### src/rtl/bst_pkg.sv
package bst_pkg;

  // Divide ratio for a 2-bit select: 1..4
  function automatic logic [2:0] ratio_of(input logic [1:0] sel);
    return {1'b0, sel} + 3'd1;
  endfunction

  // High cycles per bus-clock period: floor((ratio+1)/2)
  function automatic logic [1:0] high_len(input logic [1:0] sel);
    return sel[1] ? 2'd2 : 2'd1;
  endfunction

  // Effective activation delay; reserved code 3 behaves as 0
  function automatic logic [1:0] delay_of(input logic [1:0] d);
    return (d == 2'd3) ? 2'd0 : d;
  endfunction

  function automatic logic is_reserved(input logic [1:0] d);
    return d == 2'd3;
  endfunction

endpackage

### src/rtl/bst_sequencer.sv
module bst_sequencer
  import bst_pkg::*;
#(
  parameter int TW = 8
) (
  input  logic          clk,
  input  logic          rst,
  input  logic          start,
  input  logic [1:0]    clk_div,
  input  logic [1:0]    act_delay,
  input  logic          gran_x2,
  input  logic [TW-1:0] on_cnt,
  input  logic [TW-1:0] off_cnt,
  output logic          busy,
  output logic          acc_start,
  output logic          end_now,
  output logic          nx_hi,
  output logic          nx_low,
  output logic          nx_done,
  output logic          div1,
  output logic          cfg_err
);
  localparam int EW = TW + 1;
  localparam int CW = TW + 2;

  function automatic logic [EW-1:0] scale(input logic [TW-1:0] v, input logic g);
    return g ? {v, 1'b0} : {1'b0, v};
  endfunction

  logic          busy_q, err_q;
  logic [CW-1:0] cnt_q;
  logic [1:0]    ph_q, sel_q, dly_q;
  logic [EW-1:0] on_q, off_q;

  // configuration that applies to the next cycle
  logic [1:0]    sel_c, dly_c;
  logic [EW-1:0] on_c, off_c;
  logic          nx_busy, nx_end;
  logic [CW-1:0] nx_cnt, cnt_inc;
  logic [1:0]    nx_ph;

  assign acc_start = start & ~busy_q;
  assign sel_c     = acc_start ? clk_div                  : sel_q;
  assign dly_c     = acc_start ? delay_of(act_delay)      : dly_q;
  assign on_c      = acc_start ? scale(on_cnt, gran_x2)   : on_q;
  assign off_c     = acc_start ? scale(off_cnt, gran_x2)  : off_q;

  assign end_now = busy_q && (cnt_q >= {1'b0, off_q}) && (ph_q == 2'd0);
  assign cnt_inc = cnt_q + 1'b1;

  always_comb begin
    nx_busy = acc_start | (busy_q & ~end_now);
    nx_cnt  = '0;
    nx_ph   = 2'd0;
    if (!acc_start && busy_q && !end_now) begin
      nx_cnt = cnt_inc;
      if (cnt_inc > CW'(dly_q)) begin
        nx_ph = ({1'b0, ph_q} == ratio_of(sel_q) - 3'd1) ? 2'd0 : ph_q + 2'd1;
      end
    end
  end

  assign nx_end  = nx_busy && (nx_cnt >= {1'b0, off_c}) && (nx_ph == 2'd0);
  assign nx_done = nx_end;
  assign nx_hi   = nx_busy && !nx_end && (nx_cnt >= CW'(dly_c))
                   && (nx_ph < high_len(sel_c));
  assign nx_low  = nx_busy && !nx_end && (nx_cnt >= {1'b0, on_c})
                   && (nx_cnt < {1'b0, off_c});

  always_ff @(posedge clk) begin
    if (rst) begin
      busy_q <= 1'b0;
      cnt_q  <= '0;
      ph_q   <= 2'd0;
      sel_q  <= 2'd0;
      dly_q  <= 2'd0;
      on_q   <= '0;
      off_q  <= '0;
      err_q  <= 1'b0;
    end else begin
      busy_q <= nx_busy;
      cnt_q  <= nx_cnt;
      ph_q   <= nx_ph;
      if (acc_start) begin
        sel_q <= sel_c;
        dly_q <= dly_c;
        on_q  <= on_c;
        off_q <= off_c;
        err_q <= is_reserved(act_delay);
      end
    end
  end

  assign busy    = busy_q;
  assign div1    = (sel_q == 2'd0);
  assign cfg_err = err_q;

endmodule

### src/rtl/bst_outstage.sv
module bst_outstage (
  input  logic clk,
  input  logic rst,
  input  logic nx_hi,
  input  logic nx_low,
  input  logic nx_done,
  input  logic div1,
  output logic bus_clk,
  output logic bus_hi,
  output logic strobe_n,
  output logic done
);
  logic hi_q, strb_q, done_q, en_lo;

  always_ff @(posedge clk) begin
    if (rst) begin
      hi_q   <= 1'b0;
      strb_q <= 1'b1;
      done_q <= 1'b0;
    end else begin
      hi_q   <= nx_hi;
      strb_q <= ~nx_low;
      done_q <= nx_done;
    end
  end

  // gate enable changes only while clk is low
  always_ff @(negedge clk) begin
    if (rst) en_lo <= 1'b0;
    else     en_lo <= nx_hi;
  end

  assign bus_clk  = div1 ? (clk & en_lo) : hi_q;
  assign bus_hi   = hi_q;
  assign strobe_n = strb_q;
  assign done     = done_q;

endmodule

### src/rtl/busclk_strobe_timer.sv
module busclk_strobe_timer #(
  parameter int TW = 8
) (
  input  logic          clk,
  input  logic          rst,
  input  logic          start,
  input  logic [1:0]    clk_div,
  input  logic [1:0]    act_delay,
  input  logic          gran_x2,
  input  logic [TW-1:0] on_cnt,
  input  logic [TW-1:0] off_cnt,
  output logic          bus_clk,
  output logic          strobe_n,
  output logic          done,
  output logic          cfg_err
);
  // named internal events
  logic busy, acc_start, end_now;
  logic nx_hi, nx_low, nx_done, div1, bus_hi;

  bst_sequencer #(.TW(TW)) seq_i (
    .clk(clk), .rst(rst), .start(start), .clk_div(clk_div),
    .act_delay(act_delay), .gran_x2(gran_x2), .on_cnt(on_cnt),
    .off_cnt(off_cnt), .busy(busy), .acc_start(acc_start),
    .end_now(end_now), .nx_hi(nx_hi), .nx_low(nx_low),
    .nx_done(nx_done), .div1(div1), .cfg_err(cfg_err)
  );

  bst_outstage out_i (
    .clk(clk), .rst(rst), .nx_hi(nx_hi), .nx_low(nx_low),
    .nx_done(nx_done), .div1(div1), .bus_clk(bus_clk),
    .bus_hi(bus_hi), .strobe_n(strobe_n), .done(done)
  );

endmodule

### config.mk
export PLATFORM = sky130hd
export DESIGN_NAME = busclk_strobe_timer
export DESIGN_NICKNAME = d
export VERILOG_FILES = /design/src/rtl/bst_pkg.sv /design/src/rtl/bst_sequencer.sv /design/src/rtl/bst_outstage.sv /design/src/rtl/busclk_strobe_timer.sv
export SDC_FILE = /design/constraint.sdc
export NUM_CORES = 1
export LEC_CHECK = 0
export ABC_AREA = 1
export CAP_MARGIN = 30
export CORE_MARGIN = 3
export CORE_UTILIZATION = 50
export CTS_BUF_LIST = sky130_fd_sc_hd__clkbuf_4 sky130_fd_sc_hd__clkbuf_8
export DETAILED_ROUTE_END_ITERATION = 8
export PLACE_DENSITY = 0.84
export SLEW_MARGIN = 20
export SYNTH_ARGS = -nofsm -noshare
export SYNTH_HDL_FRONTEND = slang
export SYNTH_SLANG_ARGS = --single-unit
### constraint.sdc
create_clock -name clk -period 6.55 [get_ports clk]
set_input_delay 1.31 -clock clk [delete_from_list [all_inputs] [get_ports clk]]
set_output_delay 1.31 -clock clk [all_outputs]
set_load 0.05 [all_outputs]
Word level (Yosys, flattened, before mapping). Cells that the tools add are included. W data, S select, Z words.

Output and inout port bits: 4. Bits in registers: 40. Word-level logic and storage cells: 63. Input port bits: 24.

Order comparisons: 7. Reduce and logical (&&, ||, !) cells: 17. Equality and inequality tests: 2. Bitwise logic cells: 7. Muxes and demuxes: 14. $add $sub $neg: 4.

Operator list (count): $mux W9 (4); $ge A10 B9 Y1 (3); $mux W2 (7); $logic_and A1 B1 Y1 (11); $add A10 B1 Y10 const B (1); $ge A10 B2 Y1 (1); $gt A10 B2 Y1 (1); $lt A10 B9 Y1 (1); $mux W10 (1); $logic_not A2 Y1 (3); $add A2 B1 Y3 const B (1); $and A1 B1 Y1 (3); $eq A2 B3 Y1 (1); $logic_not A1 Y1 (3); $not A1 Y1 (3); $sub A3 B1 Y3 const B (1); $add A2 B1 Y2 const B (1); $eq A2 B2 Y1 const B (1); $lt A2 B2 Y1 (1); $mux W1 (2); $or A1 B1 Y1 (1).

Longest topological paths before layout. Gate-level depths: netlist of run 1.

Depth after elaboration: 14. Gate-level depth with buffers: 25. Mapped depth without buffers: 24.

Cells and area by module. From an unflattened synthesis of run 1, not the netlist that was laid out.

Cell total of the unflattened synthesis: 396. Area, all modules: 2700.1 um2.

By module, submodules not included: bst_sequencer (cells an instance 381, sequential area each 720.7 um2, instances 1, area each 2577.5 um2); bst_outstage (cells an instance 15, sequential area each 80.1 um2, instances 1, area each 122.6 um2).

==> impl_metrics.tcl, run 1 <==
set metrics [dict create \
    synth_top_family_by_area "simple AND/OR/NAND/NOR gates" \
    die_x_um 79.16 \
    worst-path-buf-inv 1 \
    worstMarginPinSlew_ns 0.4995 \
    antenna_left 0 \
    routed_via_density 5.161 \
    yosys.area.top_type "dfxtp_1" \
    drive_above_1_share_pct 13.72 \
    final_cell_mix "96 x nand2_1, 55 x nor2_1, 52 x inv_1" \
    yosys_warnings 0 \
    worst_path_largest_cell_delay_ns 0.82 \
    r2r_start "seq_i.cnt_q[5]$_SDFF_PP0_" \
    worstPathRequired_ns 5.24 \
    startpoint_type "flop" \
    grt_pass1_vias 2600 \
    drtPass1Iterations 4 \
    hp-start "seq_i.cfg_err$_SDFFE_PP0P_" \
    numPortBuffers 27 \
    reg2reg_to "out_i.en_lo$_DFF_N_" \
    synthXorXnorAreaFrac_pct 0.3273 \
    dpl.hpwl_um 4914 \
    setup_viol_count_final 0 \
    pre_cts_ws_ns -0.4562 \
    finalNetCount 509 \
    ys_ff_latch 40 \
    fillers 453 \
    die-height_um 79.16 \
    crit_path_max_fanout 1 \
    grt_pass1_wl_um 11030 \
    antenna_found_initial 0 \
    hold_path_end "seq_i.cfg_err$_SDFFE_PP0P_" \
    synthMuxAreaShare_pct 0.3740 \
    startpoint "out_i.en_lo$_DFF_N_" \
    design_area_um2 3387 \
    reg2reg_setup_slack_ns 0.25 \
    final_common_cell "nand2_1" \
    synth_area_leaders "dfxtp_1 30%, ha_1 16%, nand2_1 13%" \
    end_kind "output port" \
    hold_class "flop to flop" \
    synth_nets 458 \
    grt_max_degree 38 \
    yosys.area_share.simple_pct 34.13 \
    finalHoldViolations 0 \
    place.gp.congestion 0.8916 \
    async_reset_ff_share_pct 0 \
    hold_ws_ns 0.4641 \
    finClkSkew_ns 0.07363 \
    num_vias 2694 \
    synth-compound-area-share_pct 9.490 \
    start_util_pct 52.07 \
    ios 28 \
    die-area_um2 6266 \
    p_total_mw 0.6658 \
    core-area_um2 5140 \
    synth_edf_count 0 \
    reg2reg_depth 19 \
    synthCells 400 \
    total_leakage_power_nw 1.713 \
    relSlewSlack_pct 66.60 \
    dr.first_iter.drc_count 188 \
    slowest_stage "clkdlybuf4s50_1" \
    placed_cell_area_um2 3169 \
    drt_drc_violations_left 0 \
    holdPathStages 2 \
    insertion_delay_ns 0.47 \
    antenna_cells 0 \
    maxCapViolations 0 \
    clkSlewWorstSetupHoldPaths_ns 0.08 \
    yosysUniqueCellTypes 30 \
    cts_tree "done" \
    max-vdd-ir-drop_mv 0.1224 \
    synthFlopType "dfxtp_1" \
    cp.arrival_ns 5.05 \
    avgSynthCellArea_um2 6.691 \
    overflow 0 \
    powerDensity_nw_per_um2 196.6 \
    yosysSeqAreaShare_pct 29.92 \
    cp_cell_sequence "nand2_1, a21oi_1, clkdlybuf4s50_1" \
    routed_wl_um 6610 \
    crit_type "flop to output port" \
    synthAdderAreaFrac_pct 15.90 \
    synth.top_cell.area_share_pct 29.92 \
    crit_family "buffers and inverters" \
    status "complete, no violations" \
    setup_slack_ns 0.1870 \
    slew_violations 0 \
    grt_usage_pct 22.06 \
    row_count 26 \
    netlist_area_um2 2676 \
    wire_per_inst_um 12.66 \
    synthToLayoutAreaGrowth_pct 26.55 \
]
==> where the power goes <==
group          switching [mW]  internal (mW)
logic                  0.0859         0.0733
registers             0.00739          0.257
clock network           0.109          0.133
==> final cells by class <==
class                   instances  area, um2  area share (%)
repair buffers                 52      505.5           14.92
clock buffers                  11      141.4           4.174
clock inverters                 2      11.26          0.3325
well taps                      70      87.58           2.586
flip-flops and latches         40      800.8           23.64
inverters                      56      210.2           6.206
multi-input cells             291       1630           48.13
==> state kept, by name, summed over array words and instances, names as in the netlist, 2 cells and up <==
signal / flops
seq_i.ph_q: 2
seq_i.dly_q: 2
seq_i.on_q: 9
seq_i.cnt_q: 10
seq_i.sel_q: 2
seq_i.off_q: 9
==> per-stage QoR <==
| step | TNS [ns] | utilization, % | cells |
|---|---|---|---|
| floorplan | 0 | - | 400 |
| global placement | -0.3546 | 61.66 | 508 |
| detailed placement | -0.4562 | 61.66 | 508 |
| CTS | 0 | 64.36 | 519 |
| global route | -0.02654 | 65.90 | 522 |
| finish | 0 | 65.90 | 522 |
==> synthesized netlist by cell type, types with 2 or more instances <==
| library cell | number |
|---|---|
| nor2_2 | 4 |
| inv_2 | 3 |
| inv_1 | 53 |
| o21ai_0 | 17 |
| and3_1 | 2 |
| clkbuf_1 | 10 |
| a21oi_1 | 17 |
| nand4_1 | 3 |
| nor2_1 | 55 |
| o211ai_1 | 2 |
| o21bai_1 | 3 |
| nand2_2 | 7 |
| dfxtp_1 | 40 |
| nand2_1 | 96 |
| ha_1 | 34 |
| nand3_2 | 5 |
| nand3_1 | 27 |
| nor3_1 | 10 |
==> kinds of logic (layout without fill, tap and decap cells) <==
family	after synthesis	count (layout)
and+or+nand+nor	210	210
buffers and inverters	69	121
AOI/OAI and AO/OA	45	45
DFF	40	40
adders and majority gates	34	34
xor gates and xnor gates	1	1
muxes	1	1
==> worst register-to-register path, cell delays in order (launching register included) <==
cell      delay [ns]
dfxtp_1         0.43
ha_1            0.28
nand2_1         0.09
inv_1           0.04
nand2_1         0.05
nand2_1         0.05
nand2_1         0.05
nand3_1         0.11
nand2_1         0.16
nand2_1         0.18
nor2_1          0.30
ha_1            0.31
a21o_1          0.18
a21oi_1         0.11
nand2_1         0.08
a21oi_2         0.12
o211ai_1        0.13
nor2_1          0.18
nor2_1          0.07
nor2_1          0.10
==> worst max-delay path by stage <==
stage	endpoint	slack [ns]	cells after the start
final	bus_clk	0.19	3
after global routing	out_i.en_lo$_DFF_N_	-0.03	19
after CTS	out_i.en_lo$_DFF_N_	0.006	14
after detailed placement	out_i.en_lo$_DFF_N_	-0.46	14
after global placement	out_i.en_lo$_DFF_N_	-0.35	14
after floorplan	out_i.en_lo$_DFF_N_	0.09	14
==> timing repair <==
item | in CTS | in global routing
buffers inserted | 0 | 1
hold buffers | 0 | 0
gates resized for setup | 0 | 7
setup endpoints to repair | 0 | 1
==> metal layers <==
layer / up-vias / global-route usage, % / part of all wire, %
met5: - / 0 / 0
met4: 0 / 7.732 / 1.1
met3: 12 / 5.896 / 4.5
met2: 60 / 37.96 / 51
met1: 1240 / 26.33 / 43
li1: 1382 / - / -
Note: power is estimated with default switching activity, not from simulation.
==> run 2, diff against run 1 <==
==> constraint.sdc (replaced) <==
create_clock -name clk -period 8.1 [get_ports clk]
set_input_delay 1.62 -clock clk [delete_from_list [all_inputs] [get_ports clk]]
set_output_delay 1.62 -clock clk [all_outputs]
set_load 0.05 [all_outputs]
==> impl_metrics.tcl, run 2 (synthesis gave the netlist of run 1 again) <==
set metrics [dict create \
    die-area_um2 6266 \
    fillers 470 \
    finalNetCount 489 \
    hold_class "flop to flop" \
    powerDensity_nw_per_um2 160.8 \
    fin_util_pct 61.78 \
    clock_power_share_pct 36.9 \
    largest_reg_flops 10 \
    regMostFlops "seq_i.cnt_q" \
    total_leakage_power_nw 1.602 \
    cts_tree "done" \
    dpl.hpwl_um 4840 \
    worstPathRequired_ns 4.46 \
    reg_top3 "seq_i.cnt_q: 10 flops, seq_i.off_q: 9 flops, seq_i.on_q: 9 flops" \
    finalHoldViolations 0 \
    grt_setup_unrepaired "no" \
    max-vdd-ir-drop_mv 0.1173 \
    status "complete, no violations" \
    setup_viol_count_final 0 \
    finClkSkew_ns 0.07694 \
    swShare_pct 30.48 \
    drtPass1Iterations 6 \
    power_frac_seq_pct 41.9 \
    start_util_pct 52.07 \
    post_cts_resized 0 \
    internal-power_mw 0.3549 \
    routed_wl_um 6354 \
    relSlewSlack_pct 67.01 \
    antenna_cells 0 \
    final_cell_mix "96 x nand2_1, 55 x nor2_1, 54 x inv_1" \
    place_inst 491 \
    core-area_um2 5140 \
    dr.first_iter.drc_count 172 \
    placed_cell_area_um2 3042 \
    maxCapViolations 0 \
    synthToLayoutAreaGrowth_pct 18.65 \
    ios 28 \
    ctsHoldBuffers 0 \
    grt_max_degree 38 \
    slew_violations 0 \
    num_vias 2622 \
    fin_cells 502 \
    die_x_um 79.16 \
    die-height_um 79.16 \
    p_comb_share_pct 21.2 \
    grt_usage_pct 22.56 \
    grt_pass1_wl_um 11120 \
    worstMarginPinSlew_ns 0.4933 \
    pre_cts_ws_ns 0.02007 \
    drive_above_1_share_pct 8.565 \
    crit_type "input port to flop" \
    numPortBuffers 27 \
    setup-tns-final_ns 0 \
    overflow 0 \
    setup_slack_ns 0.4486 \
    end_kind "flop" \
    place.gp.congestion 0.9164 \
    antenna_left 0 \
    insertion_delay_ns 0.48 \
    final_common_cell "nand2_1" \
    wire_per_inst_um 12.66 \
    cts_setup_buffers 0 \
    grt_pass1_vias 2590 \
    design_area_um2 3176 \
    row_count 26 \
    drt_drc_violations_left 0 \
    clkSlewWorstSetupHoldPaths_ns 0.08 \
    startpoint_type "input port" \
    cp.arrival_ns 4.01 \
    p_switching_mw 0.1556 \
    crit_path_max_fanout 16 \
    antenna_found_initial 0 \
    routed_via_density 5.223 \
]
==> run 2: cell types whose count changed in the layout (fill, tap and decap cells not counted), sizes merged <==
cell           change
buf               -18
clkbuf             -3
clkdlybuf4s50      +1
clkinvlp           -1
dlymetal6s2s       -1
inv                +2
==> run 2: power by group through the flow <==
stage	combinational (mW)	clock [mW]	sequential [mW]
2_1_floorplan	0.0715	0.00792	0.218
3_3_place_gp	0.103	0.0104	0.218
3_5_place_dp	0.107	0.0104	0.219
4_1_cts	0.108	0.192	0.214
5_1_grt	0.124	0.203	0.215
6_report	0.108	0.188	0.214
==> run 2: worst paths after layout <==
| kind | depth (start not counted) | to | startpoint | slack, ns |
|---|---|---|---|---|
| worst max-delay path | 14 | out_i.en_lo$_DFF_N_ | start | 0.45 |
| worst min-delay path | 2 | seq_i.cfg_err$_SDFFE_PP0P_ | seq_i.cfg_err$_SDFFE_PP0P_ | 0.47 |
| worst max register to register | 21 | out_i.en_lo$_DFF_N_ | seq_i.cnt_q[0]$_SDFF_PP0_ | 0.80 |
| worst min register to register | 2 | seq_i.cfg_err$_SDFFE_PP0P_ | seq_i.cfg_err$_SDFFE_PP0P_ | 0.47 |
==> run 2: metrics by stage <==
step | power, mW | hold WS (ns)
after floorplan | 0.2971 | 0.4527
after CTS | 0.5138 | 0.4702
after global routing | 0.5420 | 0.5171
after detailed placement | 0.3354 | 0.4581
final | 0.5105 | 0.4689
after global placement | 0.3315 | 0.4578
==> run 2: layout make-up <==
class                      instances  area, um2  share of cell area (%)
multi-input combinational        291       1612                   50.75
tap                               70      87.58                   2.758
timing repair buffer              32      317.8                   10.01
inverter                          56      210.2                   6.619
clock buffer                      10      133.9                   4.216
clock inverter                     3      13.76                  0.4334
sequential                        40      800.8                   25.22
==> run 2: critical path, cell delays in order <==
cell	delay, ns
clkdlybuf4s50_1	0.49
inv_1	0.06
nor2_2	0.18
buf_12	0.17
nor2_1	0.05
a31oi_1	0.19
ha_1	0.28
and3_1	0.20
and3_1	0.17
a21oi_1	0.15
o211ai_1	0.12
nor2_1	0.15
nor2_1	0.06
nor2_1	0.11
==> run 2: metal layers <==
metal	share of wire, %	global-route usage [%]
met5	0	0
met4	2.7	12.89
met3	4.8	6.803
met2	49	37.37
met1	43	25.63
==> run 3, diff against run 2 <==
--- a/config.mk
+++ b/config.mk
@@ -7,6 +7,7 @@
 export LEC_CHECK = 0
 export ABC_AREA = 1
 export CAP_MARGIN = 30
+export CORE_ASPECT_RATIO = 0.5
 export CORE_MARGIN = 3
 export CORE_UTILIZATION = 50
 export CTS_BUF_LIST = sky130_fd_sc_hd__clkbuf_4 sky130_fd_sc_hd__clkbuf_8
==> impl_metrics.tcl, run 3 (synthesis gave the netlist of run 1 again) <==
set metrics [dict create \
    reg2reg_to "out_i.en_lo$_DFF_N_" \
    crit_type "input port to flop" \
    hold_path_end "seq_i.on_q[0]$_SDFFE_PP0P_" \
    synthToLayoutAreaGrowth_pct 18.93 \
    finalNetCount 489 \
    worst-path-buf-inv 3 \
    ctsHoldBuffers 0 \
    cts_setup_buffers 0 \
    final_common_cell "nand2_1" \
    numPortBuffers 27 \
    overflow 0 \
    fillers 457 \
    hp-start "seq_i.on_q[0]$_SDFFE_PP0P_" \
    holdPathStages 2 \
    dpl.hpwl_um 4714 \
    maxCapViolations 0 \
    die_x_um 109.5 \
    grt_usage_pct 21.55 \
    finalHoldViolations 0 \
    post_cts_resized 0 \
    grt_pass1_wl_um 10490 \
    reg2reg_depth 20 \
    start_util_pct 53.05 \
    grt_max_degree 38 \
    setup_viol_count_final 0 \
    cp.arrival_ns 3.89 \
    cp_cell_sequence "clkdlybuf4s50_1, inv_1, nor2_2, buf_12, nor2_1, a31oi_1, ha_1, and3_1, and3_1, a21oi_1, o211ai_1, nor2_1, nor2_1, nor2_1" \
    max-vdd-ir-drop_mv 0.09414 \
    crit_family "simple AND/OR/NAND/NOR gates" \
    num_vias 2493 \
    largest_reg_flops 10 \
    die-area_um2 6320 \
    worstMarginPinSlew_ns 0.4963 \
    status "complete, no violations" \
    hold_class "flop to flop" \
    end_kind "flop" \
    fin_util_pct 63.10 \
    total_leakage_power_nw 1.601 \
    regMostFlops "seq_i.cnt_q" \
    r2r_start "seq_i.cnt_q[0]$_SDFF_PP0_" \
    final_cell_mix "96 x nand2_1, 55 x nor2_1, 53 x inv_1" \
    antenna_cells 0 \
    relSlewSlack_pct 66.81 \
    grt_setup_unrepaired "no" \
    fin_cells 502 \
    crit_path_max_fanout 12 \
    worst_path_largest_cell_delay_ns 0.48 \
    finClkSkew_ns 0.07789 \
    ios 28 \
    slowest_stage "clkdlybuf4s50_1" \
    critPathMostFrequentCell "nor2_1" \
    die-height_um 57.74 \
    antenna_left 0 \
    insertion_delay_ns 0.48 \
    drt_drc_violations_left 0 \
    grt_pass1_vias 2299 \
    dr.first_iter.drc_count 131 \
    place_inst 491 \
    cts_tree "done" \
    drtPass1Iterations 4 \
    slew_violations 0 \
    startpoint_type "input port" \
    worstPathRequired_ns 4.46 \
    reg_top3 "seq_i.cnt_q: 10 flops, seq_i.off_q: 9 flops, seq_i.on_q: 9 flops" \
    drive_above_1_share_pct 8.796 \
    clkSlewWorstSetupHoldPaths_ns 0.08 \
    wire_per_inst_um 12.01 \
    antenna_found_initial 0 \
    row_count 18 \
    setup-tns-final_ns 0 \
    powerDensity_nw_per_um2 159.6 \
    routed_wl_um 6029 \
    reg2reg_setup_slack_ns 0.80 \
    core-area_um2 5045 \
    routed_via_density 4.966 \
    place.gp.congestion 0.8751 \
]
-- run 3: where the power goes --
part           internal [mW]  switching, mW  leakage (nW)
Sequential             0.208        0.00677         0.327
Clock                 0.0951         0.0908        0.0812
Combinational         0.0447         0.0627          1.19
Total                  0.348          0.160          1.60
-- run 3: worst max-delay path by stage --
stage | startpoint | end | cells past startpoint
after floorplan | start | out_i.en_lo$_DFF_N_ | 14
after global placement | start | out_i.en_lo$_DFF_N_ | 14
after detailed placement | start | out_i.en_lo$_DFF_N_ | 14
after CTS | start | out_i.en_lo$_DFF_N_ | 14
after global routing | start | out_i.en_lo$_DFF_N_ | 14
final | start | out_i.en_lo$_DFF_N_ | 14
-- run 3: routing by layer --
| layer | up-vias | wire [um] | GRT usage (%) |
|---|---|---|---|
| li1 | 1340 | - | - |
| met1 | 1090 | 3155 | 32.00 |
| met2 | 57 | 2439 | 30.27 |
| met3 | 6 | 396 | 6.452 |
| met4 | 0 | 38 | 5.684 |
| met5 | - | 0 | 0 |
-- run 3: worst register-to-register path, cell delays in order, from the launching register on --
cell,delay [ns]
dfxtp_1,0.48
inv_1,0.10
ha_1,0.27
inv_1,0.05
nand2_1,0.04
nand2_1,0.06
nand2_1,0.07
nand3_1,0.07
nand3_1,0.11
nand2_1,0.15
nand2_1,0.31
nor2_1,0.36
ha_1,0.29
a21o_1,0.17
a21oi_1,0.12
nand2_1,0.06
a21oi_1,0.11
o211ai_1,0.12
nor2_1,0.14
nor2_1,0.06
nor2_1,0.11
-- run 3: through the flow --
stage / hold WS [ns] / total power, mW / worst slack, ns / area [um2]
2_1_floorplan: 0.4527 / 0.2971 / 0.5512 / 2676
3_3_place_gp: 0.4554 / 0.3339 / 0.1500 / 3054
3_5_place_dp: 0.4706 / 0.3365 / 0.08929 / 3054
4_1_cts: 0.4822 / 0.5110 / 0.5615 / 3183
5_1_grt: 0.5130 / 0.5398 / 0.3611 / 3183
6_report: 0.4764 / 0.5081 / 0.5669 / 3183
-- run 3: cell type report --
type	count	area [um2]	share of cell area, %
Multi-Input combinational cell	291	1612	50.63
Sequential cell	40	800.8	25.16
Timing Repair Buffer	32	330.3	10.38
Inverter	56	210.2	6.604
Clock buffer	9	120.1	3.774
Tap cell	70	87.58	2.752
Clock inverter	4	22.52	0.7075
